$ cat src/rtl/xcvr_pkg.sv
package xcvr_pkg;

   // Active-low control set of one transfer direction
   typedef struct packed {
      logic ce_n;
      logic le_n;
      logic oe_n;
   } dir_ctrl_t;

   // Bank accepts new data while chip and latch enables are both low
   function automatic logic bank_open(input dir_ctrl_t c);
      return (!c.ce_n) && (!c.le_n);
   endfunction

   // Far port is driven while chip and output enables are both low
   function automatic logic drive_on(input dir_ctrl_t c);
      return (!c.ce_n) && (!c.oe_n);
   endfunction

endpackage

$ cat src/rtl/xcvr_keeper.sv
module xcvr_keeper #(
   parameter int DATA_W = 8
) (
   input  logic              clk,
   input  logic              rst_n,
   input  logic              ext_drv_i,
   input  logic [DATA_W-1:0] ext_val_i,
   input  logic              own_drv_i,
   input  logic [DATA_W-1:0] own_val_i,
   output logic [DATA_W-1:0] keep_o,
   output logic [DATA_W-1:0] view_o,
   output logic              contend_o
);

   if (DATA_W < 1) begin : g_bad_width
      $error("xcvr_keeper: DATA_W must be at least 1");
   end

   logic [DATA_W-1:0] keep_q;
   logic              clash;

   assign clash = ext_drv_i & own_drv_i;

   always_ff @(posedge clk or negedge rst_n) begin
      if (!rst_n) begin
         keep_q <= '0;
      end else if (clash) begin
         keep_q <= keep_q;          // unknown bus level: leave keeper untouched
      end else if (ext_drv_i) begin
         keep_q <= ext_val_i;
      end else if (own_drv_i) begin
         keep_q <= own_val_i;
      end
   end

   // Latch input sees the outside driver, otherwise the kept level
   assign view_o    = ext_drv_i ? ext_val_i : keep_q;
   assign keep_o    = keep_q;
   assign contend_o = clash;

   AST_KEEP_IDLE_HOLD: assert property (@(posedge clk) disable iff (!rst_n)
      (!ext_drv_i && !own_drv_i) |=> $stable(keep_o));
   AST_KEEP_TRACK_EXT: assert property (@(posedge clk) disable iff (!rst_n)
      (ext_drv_i && !own_drv_i) |=> (keep_o == $past(ext_val_i)));
   AST_KEEP_TRACK_OWN: assert property (@(posedge clk) disable iff (!rst_n)
      (own_drv_i && !ext_drv_i) |=> (keep_o == $past(own_val_i)));
   AST_KEEP_CONTEND_HOLD: assert property (@(posedge clk) disable iff (!rst_n)
      contend_o |=> $stable(keep_o));

endmodule

$ cat src/rtl/xcvr_latch_bank.sv
module xcvr_latch_bank
   import xcvr_pkg::*;
#(
   parameter int DATA_W             = 8,
   parameter bit TRANSPARENT_BYPASS = 1'b1
) (
   input  logic              clk,
   input  logic              rst_n,
   input  dir_ctrl_t         ctrl_i,
   input  logic [DATA_W-1:0] din_i,
   output logic [DATA_W-1:0] dout_o
);

   if (DATA_W < 1) begin : g_bad_width
      $error("xcvr_latch_bank: DATA_W must be at least 1");
   end

   logic              open_w;
   logic [DATA_W-1:0] store_q;

   assign open_w = bank_open(ctrl_i);

   // Level-sensitive latch emulated by a flop sampling at the system clock
   always_ff @(posedge clk or negedge rst_n) begin
      if (!rst_n) begin
         store_q <= '0;
      end else if (open_w) begin
         store_q <= din_i;
      end
   end

   if (TRANSPARENT_BYPASS) begin : g_bypass
      // Open bank passes its input through in the same cycle
      assign dout_o = open_w ? din_i : store_q;

      AST_OPEN_FOLLOWS: assert property (@(posedge clk) disable iff (!rst_n)
         open_w |-> (dout_o == din_i));
   end else begin : g_registered
      // Open bank shows its input after the next clock edge
      assign dout_o = store_q;

      AST_OPEN_FOLLOWS: assert property (@(posedge clk) disable iff (!rst_n)
         open_w |=> (dout_o == $past(din_i)));
   end

   AST_CLOSED_HOLDS: assert property (@(posedge clk) disable iff (!rst_n)
      (!open_w) |=> (open_w || $stable(dout_o)));
   AST_CE_BLOCKS_LOAD: assert property (@(posedge clk) disable iff (!rst_n)
      (ctrl_i.ce_n && $past(ctrl_i.ce_n)) |-> $stable(dout_o));

endmodule

$ cat src/rtl/xcvr_port_drive.sv
module xcvr_port_drive
   import xcvr_pkg::*;
#(
   parameter int DATA_W = 8
) (
   input  logic              clk,
   input  logic              rst_n,
   input  dir_ctrl_t         ctrl_i,
   input  logic [DATA_W-1:0] data_i,
   output logic              oe_o,
   output logic [DATA_W-1:0] dout_o
);

   if (DATA_W < 1) begin : g_bad_width
      $error("xcvr_port_drive: DATA_W must be at least 1");
   end

   logic drive_w;

   // No drive at all while reset is asserted
   assign drive_w = rst_n & drive_on(ctrl_i);
   assign oe_o    = drive_w;
   assign dout_o  = drive_w ? data_i : '0;

   AST_OE_NEEDS_CE: assert property (@(posedge clk) disable iff (!rst_n)
      oe_o |-> (!ctrl_i.ce_n && !ctrl_i.oe_n));
   AST_IDLE_ZERO: assert property (@(posedge clk) disable iff (!rst_n)
      (!oe_o) |-> (dout_o == '0));

   always_comb begin
      if (!rst_n) begin
         AST_NO_DRIVE_IN_RESET: assert (!oe_o);
      end
   end

endmodule

$ cat src/rtl/xcvr_octal_latched.sv
module xcvr_octal_latched
   import xcvr_pkg::*;
#(
   parameter int DATA_W             = 8,
   parameter bit TRANSPARENT_BYPASS = 1'b1
) (
   input  logic              clk,
   input  logic              rst_n,
   input  logic [DATA_W-1:0] a_in,
   input  logic              a_in_drv,
   output logic [DATA_W-1:0] a_out,
   output logic              a_oe,
   output logic [DATA_W-1:0] a_keep,
   output logic              a_contend,
   input  logic [DATA_W-1:0] b_in,
   input  logic              b_in_drv,
   output logic [DATA_W-1:0] b_out,
   output logic              b_oe,
   output logic [DATA_W-1:0] b_keep,
   output logic              b_contend,
   input  logic              ab_ce_n,
   input  logic              ab_le_n,
   input  logic              ab_oe_n,
   input  logic              ba_ce_n,
   input  logic              ba_le_n,
   input  logic              ba_oe_n
);

   if (DATA_W < 1) begin : g_bad_width
      $error("xcvr_octal_latched: DATA_W must be at least 1");
   end

   dir_ctrl_t         ab_ctrl, ba_ctrl;
   logic [DATA_W-1:0] a_view, b_view;
   logic [DATA_W-1:0] ab_data, ba_data;

   assign ab_ctrl = '{ce_n: ab_ce_n, le_n: ab_le_n, oe_n: ab_oe_n};
   assign ba_ctrl = '{ce_n: ba_ce_n, le_n: ba_le_n, oe_n: ba_oe_n};

   // Port keepers: the latch inputs read the kept level, never the block's own
   // output directly, so there is no combinational path around the two banks
   xcvr_keeper #(.DATA_W(DATA_W)) u_keep_a (
      .clk(clk), .rst_n(rst_n),
      .ext_drv_i(a_in_drv), .ext_val_i(a_in),
      .own_drv_i(a_oe), .own_val_i(a_out),
      .keep_o(a_keep), .view_o(a_view), .contend_o(a_contend)
   );

   xcvr_keeper #(.DATA_W(DATA_W)) u_keep_b (
      .clk(clk), .rst_n(rst_n),
      .ext_drv_i(b_in_drv), .ext_val_i(b_in),
      .own_drv_i(b_oe), .own_val_i(b_out),
      .keep_o(b_keep), .view_o(b_view), .contend_o(b_contend)
   );

   // A-to-B direction
   xcvr_latch_bank #(.DATA_W(DATA_W), .TRANSPARENT_BYPASS(TRANSPARENT_BYPASS)) u_bank_ab (
      .clk(clk), .rst_n(rst_n), .ctrl_i(ab_ctrl), .din_i(a_view), .dout_o(ab_data)
   );

   xcvr_port_drive #(.DATA_W(DATA_W)) u_drive_b (
      .clk(clk), .rst_n(rst_n), .ctrl_i(ab_ctrl), .data_i(ab_data),
      .oe_o(b_oe), .dout_o(b_out)
   );

   // B-to-A direction
   xcvr_latch_bank #(.DATA_W(DATA_W), .TRANSPARENT_BYPASS(TRANSPARENT_BYPASS)) u_bank_ba (
      .clk(clk), .rst_n(rst_n), .ctrl_i(ba_ctrl), .din_i(b_view), .dout_o(ba_data)
   );

   xcvr_port_drive #(.DATA_W(DATA_W)) u_drive_a (
      .clk(clk), .rst_n(rst_n), .ctrl_i(ba_ctrl), .data_i(ba_data),
      .oe_o(a_oe), .dout_o(a_out)
   );

   AST_A_CONTEND_SRC: assert property (@(posedge clk) disable iff (!rst_n)
      a_contend |-> (a_in_drv && !ba_ce_n && !ba_oe_n));
   AST_B_CONTEND_SRC: assert property (@(posedge clk) disable iff (!rst_n)
      b_contend |-> (b_in_drv && !ab_ce_n && !ab_oe_n));
   AST_A_SIDE_INDEP: assert property (@(posedge clk) disable iff (!rst_n)
      (ba_ce_n || ba_oe_n) |-> (!a_oe));

endmodule

$ cat config.mk
export PLATFORM = sky130hd
export DESIGN_NAME = xcvr_octal_latched
export DESIGN_NICKNAME = d
export VERILOG_FILES = /design/src/rtl/xcvr_pkg.sv /design/src/rtl/xcvr_keeper.sv /design/src/rtl/xcvr_latch_bank.sv /design/src/rtl/xcvr_port_drive.sv /design/src/rtl/xcvr_octal_latched.sv
export SDC_FILE = /design/constraint.sdc
export NUM_CORES = 1
export LEC_CHECK = 0
export CAP_MARGIN = 10
export CORE_ASPECT_RATIO = 0.7
export CORE_MARGIN = 5
export CORE_UTILIZATION = 45
export DETAILED_ROUTE_END_ITERATION = 6
export GPL_ROUTABILITY_DRIVEN = 0
export PLACE_DENSITY_LB_ADDON = 0.1
export SLEW_MARGIN = 10
export SYNTH_ARGS = -nofsm -noshare
export SYNTH_HDL_FRONTEND = slang
export SYNTH_HIERARCHICAL = 1
export SYNTH_SLANG_ARGS = --single-unit
export TNS_END_PERCENT = 5
$ cat constraint.sdc
create_clock -name clk -period 1.7 [get_ports clk]
set_clock_uncertainty 0.05 [all_clocks]
set_input_delay 0.255 -clock clk [delete_from_list [all_inputs] [get_ports clk]]
set_output_delay 0.255 -clock clk [all_outputs]
set_load 0.01 [all_outputs]
==> out/results.ini, run 1 <==
[layout]
nNetsFinal=287
antenna_cells_inserted=0
drive_gt1_frac=0.5212
synthToLayoutAreaGrowth_pct=69.78
final.fill_count=261

[floorplanning]
die_area_sq_um=5441
row_count=19
die_h_microns=63.24
die_width_microns=86.05
initial_utilization=0.4644
io_pins=62
core-area_sq_um=3923

[worst_setup_path]
rr_endpoint=u_keep_b/keep_o[2]$_DFFE_PN0P_
cp.arrival_ns=1.60
worstSetupEndpointType=output pin
worstSetupStartpointType=primary input
regToRegSetupSlack_ns=-0.04
critical_path.slowest_cell=mux2_2
cp_top_family=multiplexers
crit_path_max_fanout=7
crit-reg2reg-launch=u_keep_a/keep_o[2]$_DFFE_PN0P_
timing.critical_path.cells=clkdlybuf4s15_2 > buf_6 > mux2_2 > mux2_2 > and4bb_2 > buf_6
worst_path_largest_cell_delay_ns=0.34
path_class=in -> out
cp.required_ns=1.39
reg2reg_depth=6
cp.buffers_inverters=3

[timing]
max_slew.worst_pin.slew_ns=0.5162
rsz0062_at_grt=true
setup_viol_count_final=17
slew_headroom=0.6558
slew_violations=0
final-hold-violation-count=0
post-route-worst-setup-slack_ns=-0.2017
maxClockFrequency_mhz=525.8
fin_crit_sh=1.119
period_minus_slack_ns=1.902
whs_ns=0.05913

[synth]
ys_ff_latch=32
ys.warnings.count=6
synth_most_common_cell=dfrtp_1
yosys.area.top_type_share=0.4396
post_synth.cell_area_avg_sq_um=12.83
synth_top_cells_by_count=32 x dfrtp_1, 28 x mux2_2
synth_largest_area_cell=dfrtp_1
synthFlopType=dfrtp_1
netlist_area_sq_um=1822
synthDistinctLibCells=14
post_synth_main_area_contributors=dfrtp_1 44%, mux2_2 17%, and4bb_2 11%, mux2i_1 8.8%, a21oi_1 4.4%
postSynthNetCount=170
edff_count_synth=0
synthesis.instances=142
ys_seq_area_frac=0.4396
asyncSetResetFlopFracSynth=1.000

[placement]
buffer_ports.inserted=61
detailedPlacementHpwl_mm=3.697

[run_status]
violated_checks=setup timing
run_status=finished, violations left

[route]
detail_route.first_pass.iterations=4
drt-total-wl_mm=5.162
drt-wirelength-per-cell_microns=16.60
avgViaCountPerCell=5.064
ant_nets=0
detail_route.iter0.violations=78
vias=1575
drc=0

[grt]
number_of_antenna_violations_at_the_first_check_in_global_routing=0
first_global_vias=1707
grt.total_usage=0.1994
grt_pass1_wl_mm=8.452
grt_start_max_net_pins=17
overflow=0

[power_and_ir_drop]
p_leak_nw=1.547
totalPowerFinal_mw=2.389
max-vdd-ir-drop_mv=0.6119
powerDensity_nw_per_um2=772.5

[clocking]
master_cell_of_the_clock_root_buffer=clkbuf_8
cts_buffers=5
cts-root-to-sink-buffers=2
worst_skew_pair.late_latency_ns=0.28
clkSlewWorstSetupHoldPaths_ns=0.06
cts_htree_levels=2
tritoncts_clock_tree=done
cts.sinks=32

[min_path]
min-delay-path-class=in -> async

[flow_run]
drv.max_cap_violation_count=0

-- logic make-up after synthesis --
kind of cell | Yosys count | share of synthesized area
simple gates | 36 | 0.1635
compound gates | 16 | 0.04396
fa+ha+maj | 2 | 0.01373
buf+inv | 8 | 0.04533
mux | 48 | 0.2940
flops | 32 | 0.4396
-- tightest hold or removal path, cell delays in order --
cell   delay (ns)
buf_2        0.14
buf_4        0.18
buf_4        0.13
-- sequential cells by signal, indices dropped and copies added, names as in the netlist --
signal             cells
u_bank_ab/store_q      8
u_bank_ba/store_q      8
u_keep_a/keep_o        8
u_keep_b/keep_o        8
-- report_power, final --
group / internal, mW / leakage, nW / switching, mW / total [mW]
registers: 0.901 / 0.379 / 0.0570 / 0.958
clock network: 0.278 / 0.0410 / 0.266 / 0.544
logic: 0.553 / 1.13 / 0.334 / 0.887
total: 1.73 / 1.55 / 0.658 / 2.39
-- metrics by stage --
| step | worst slack, ns | utilization | instances | TNS, ns | instance area [sq um] |
|---|---|---|---|---|---|
| 2_1_floorplan | 0.02428 | - | 142 | 0 | 1822 |
| 3_3_place_gp | -0.8654 | 0.6903 | 285 | -22.94 | 2708 |
| 3_5_place_dp | -0.8903 | 0.6903 | 285 | -23.94 | 2708 |
| 4_1_cts | -0.2228 | 0.7729 | 306 | -2.993 | 3032 |
| 5_1_grt | -0.2449 | 0.7885 | 311 | -3.788 | 3093 |
| 6_report | -0.2017 | 0.7885 | 311 | -2.881 | 3093 |
-- metal layers --
layer	track usage	wire [microns]	up-vias
met5	0	0	-
met4	0.06126	70	0
met3	0.05078	227	7
met2	0.3423	2582	39
met1	0.2445	2283	768
li1	-	-	761
-- layout by cell type (no fill, tap or decap) --
cell type	Yosys	final
nor2_1	16	16
clkbuf_2	2	1
buf_6	2	19
buf_2	2	2
dfrtp_1	32	32
a21oi_1	16	16
mux2i_2	0	1
mux2_2	28	7
mux2i_1	16	15
clkbuf_1	0	1
clkdlybuf4s50_1	0	12
clkbuf_8	0	5
buf_4	0	49
buf_12	2	3
clkdlybuf4s15_2	0	1
and4bb_2	16	16
buf_16	0	1
dlygate4sd3_1	0	3
dlygate4sd2_1	0	20
nor2_4	2	2
clkinv_2	0	1
ha_1	2	2
mux2_4	4	25
dlymetal6s2s_1	0	6
nor3b_4	0	2
clkdlybuf4s15_1	0	1
-- layout make-up --
cell class / instances / area [sq um] / area share
Timing Repair Buffer: 118 / 1106 / 0.3576
Multi-Input combinational cell: 102 / 1044 / 0.3374
Sequential cell: 32 / 800.8 / 0.2589
Clock buffer: 6 / 72.57 / 0.02346
Tap cell: 52 / 65.06 / 0.02104
Clock inverter: 1 / 5.005 / 0.001618
-- worst max-delay path by stage --
stage	from	to	cells past startpoint
finish	a_in_drv	b_out[4]	6
global placement	a_in_drv	b_out[2]	6
detailed placement	b_in_drv	a_out[2]	6
CTS	a_in[4]	b_out[4]	5
floorplan	b_in_drv	u_keep_a/keep_o[5]$_DFFE_PN0P_	7
global route	u_keep_b/keep_o[2]$_DFFE_PN0P_	a_out[2]	4
-- timing repair --
item / 4_1_cts / 5_1_grt
hold buffers: 3 / 0
cloned: 1 / 0
pin swaps: 4 / 3
setup endpoints to repair: 36 / 20
resized for setup: 138 / 12
hold endpoints to repair: 13 / 0
buffers inserted: 10 / 5
No activity file was read; power rests on OpenSTA's default activity.
==> run 2: changes to the inputs <==
- CORE_UTILIZATION: 45 -> 47
- CTS_BUF_LIST: unset -> sky130_fd_sc_hd__clkbuf_8
==> run 2 against run 1 <==
Net effect: the run still ends with setup timing left; setup slack worse by 0.032 ns; routed wire length is 24% higher; critical path depth is 2 lower; non-clock buffer count is 2 lower; clock-buffer cell count is 1 higher; die area is 3.7% lower; sequential share of layout area is 0.18 points higher.
==> out/results.ini, run 2 (synthesized netlist as in run 1, its figures left out) <==
[power_and_ir_drop]
power.share.combinational=0.359  ; -0.012
p_leak_nw=1.503  ; -2.8%
max-vdd-ir-drop_mv=0.7004  ; +14%
totalPowerFinal_mw=2.534  ; +6.1%
internal_power_mw=1.809  ; +4.5%
powerDensity_nw_per_um2=825.0  ; +6.8%
switching_share=0.2860  ; +0.01078
clkPwrFrac=0.258  ; +0.030
switching_power_uw=724.9  ; +10%
sequentialPowerShare=0.382  ; -0.019

[worst_setup_path]
worstSetupEndpointType=output pin
path_class=reg -> out
timing.critical_path.cells=mux2_2 > mux2_4 > and4bb_2 > buf_6
cp.required_ns=1.39  ; about the same
crit_path_max_fanout=2  ; -5
worst_path_largest_cell_delay_ns=0.38  ; +0.04 ns
cp.arrival_ns=1.63  ; +0.03 ns
worstSetupStartpointType=flip-flop
critical_path.slowest_cell=dfrtp_1

[clocking]
tritoncts_clock_tree=done
master_cell_of_the_clock_root_buffer=clkbuf_8
cts_buffers=5  ; unchanged
cts_htree_levels=2  ; unchanged
worst_skew_pair.late_latency_ns=0.29  ; about the same
cts.sinks=32  ; unchanged
clkSlewWorstSetupHoldPaths_ns=0.07  ; about the same
cts-root-to-sink-buffers=2  ; unchanged

[route]
vias=1701  ; +8.0%
detail_route.first_pass.iterations=4  ; unchanged
ant_nets=0  ; unchanged
detail_route.iter0.violations=126  ; +62%
drc=0  ; unchanged
avgViaCountPerCell=5.541  ; +9.4%
drt-total-wl_mm=6.401  ; +24%
drt-wirelength-per-cell_microns=20.85  ; +26%

[floorplanning]
row_count=18  ; -1
die_width_microns=84.41  ; -1.9%
core-area_sq_um=3626  ; -7.6%
io_pins=62  ; unchanged
initial_utilization=0.5024  ; +0.03798
die_area_sq_um=5241  ; -3.7%
die_h_microns=62.09  ; -1.8%

[placement]
pre_cts_slack_ns=-0.8844  ; +0.005858 ns
dpl_cell_area_sq_um=2713  ; +0.18%
place.detailed.instances=284  ; -0.35%
buffer_ports.inserted=61  ; unchanged
detailedPlacementHpwl_mm=3.857  ; +4.3%

[timing]
maxClockFrequency_mhz=517.2  ; -1.6%
post-route-worst-setup-slack_ns=-0.2334  ; -0.03166 ns
rsz0062_at_grt=true
setup_viol_count_final=19  ; +2
max_slew.worst_pin.slew_ns=0.4619  ; -0.05434 ns
fin_crit_sh=1.137  ; +0.01862
final-hold-violation-count=0  ; unchanged
slew_headroom=0.6910  ; +0.03521
period_minus_slack_ns=1.933  ; +0.03166 ns
slew_violations=0  ; unchanged

[layout]
layout.area.seq_sq_um=800.8  ; unchanged
mostFrequentLayoutCell=buf_4
multi_input_gate_area_sq_um=1033  ; -0.96%
top_library_cells_by_usage_in_the_layout_fill_and_taps_aside=48 x buf_4, 32 x dfrtp_1, 22 x mux2_4, 19 x dlygate4sd2_1, 19 x buf_6
final_cell_area_sq_um=3072  ; -0.69%
synthToLayoutAreaGrowth_pct=68.61
final.fill_count=180  ; -31%
antenna_cells_inserted=0  ; unchanged
final_cells=307  ; -1.3%
drive_gt1_frac=0.5292  ; +0.007947
finish.utilization=0.8471  ; +0.05862
nNetsFinal=285  ; -0.70%

[grt]
number_of_antenna_violations_at_the_first_check_in_global_routing=0  ; unchanged
grt_start_max_net_pins=17  ; unchanged
first_global_vias=1937  ; +13%
grt.total_usage=0.2512  ; +0.05178
grt_pass1_wl_mm=9.777  ; +16%
overflow=0  ; unchanged

[run_status]
run_status=finished, violations left
violated_checks=setup timing

[min_path]
min-delay-path-class=in -> async

[flow_run]
drv.max_cap_violation_count=0  ; unchanged

run 2: cell types whose count changed in the layout (fill, tap and decap cells not counted), moves of 2 or more:
cell	change
mux2_4	-3
clkbuf_8	+2
mux2_2	+3
ha_1	-2
ha_2	+2
dlymetal6s2s_1	-3
clkdlybuf4s50_1	+4
run 2: final cells by class:
| cell class | count | share of cell area |
|---|---|---|
| well taps | 50 | 0.02037 |
| clock buffers | 7 | 0.03136 |
| flip-flops and latches | 32 | 0.2607 |
| multi-input cells | 102 | 0.3365 |
| repair buffers | 116 | 0.3511 |
run 2: path summary, 6_finish.rpt:
check                                          startpoint                             end  slack, ns  cells past startpoint
min in group clk                                  b_in[3]  u_keep_b/keep_o[3]$_DFFE_PN0P_       0.27                      3
hold reg to reg            u_bank_ba/store_q[4]$_DFF_PN0_  u_bank_ba/store_q[4]$_DFF_PN0_       0.45                      1
hold / removal                                      rst_n  u_bank_ab/store_q[6]$_DFF_PN0_       0.03                      3
max in group asynchronous                           rst_n  u_bank_ab/store_q[5]$_DFF_PN0_       0.66                      3
setup / recovery           u_keep_a/keep_o[2]$_DFFE_PN0P_                        b_out[2]      -0.23                      4
setup reg to reg           u_keep_a/keep_o[5]$_DFFE_PN0P_  u_keep_b/keep_o[5]$_DFFE_PN0P_      -0.07                      6
run 2: repair_timing:
action,4_1_cts,5_1_grt
buffers inserted,11,2
hold endpoints to repair,13,0
pin swaps,4,1
hold buffers,2,0
gates cloned,1,0
setup endpoints to repair,36,23
resized for setup,139,7
run 2: power by group through the flow:
stage	logic, mW	registers, mW	clock network, mW
after floorplan	0.312	0.992	0
after global placement	0.746	0.961	0
after detailed placement	0.772	0.967	0
after CTS	0.870	0.958	0.652
after global routing	0.967	0.981	0.688
final	0.911	0.969	0.655
run 2: metal layers:
layer | wire, microns | GRT usage | up-vias
met5 | 0 | 0 | -
met4 | 271 | 0.1084 | 0
met3 | 396 | 0.05402 | 27
met2 | 3197 | 0.4854 | 96
met1 | 2536 | 0.2777 | 825
li1 | - | - | 753
run 2: worst max-delay path, delay by kind of cell, from the launching register on:
family        cells  cell delay [ns]
flops             1             0.38
buf+inv           1             0.13
mux               2             0.56
simple gates      1             0.27
run 2: per-stage QoR:
step | setup TNS (ns) | hold slack [ns]
after floorplan | 0 | -0.09059
after global placement | -24.10 | 0.1981
after detailed placement | -25.52 | 0.2066
after CTS | -3.038 | 0.01791
after global routing | -3.974 | 0.05948
final | -3.293 | 0.03493
==> run 3: changes to the inputs <==
- CAP_MARGIN: 10 -> 30
==> results of run 3 <==
Same layout as run 2: the final DEF is identical, and so are final timing and power.
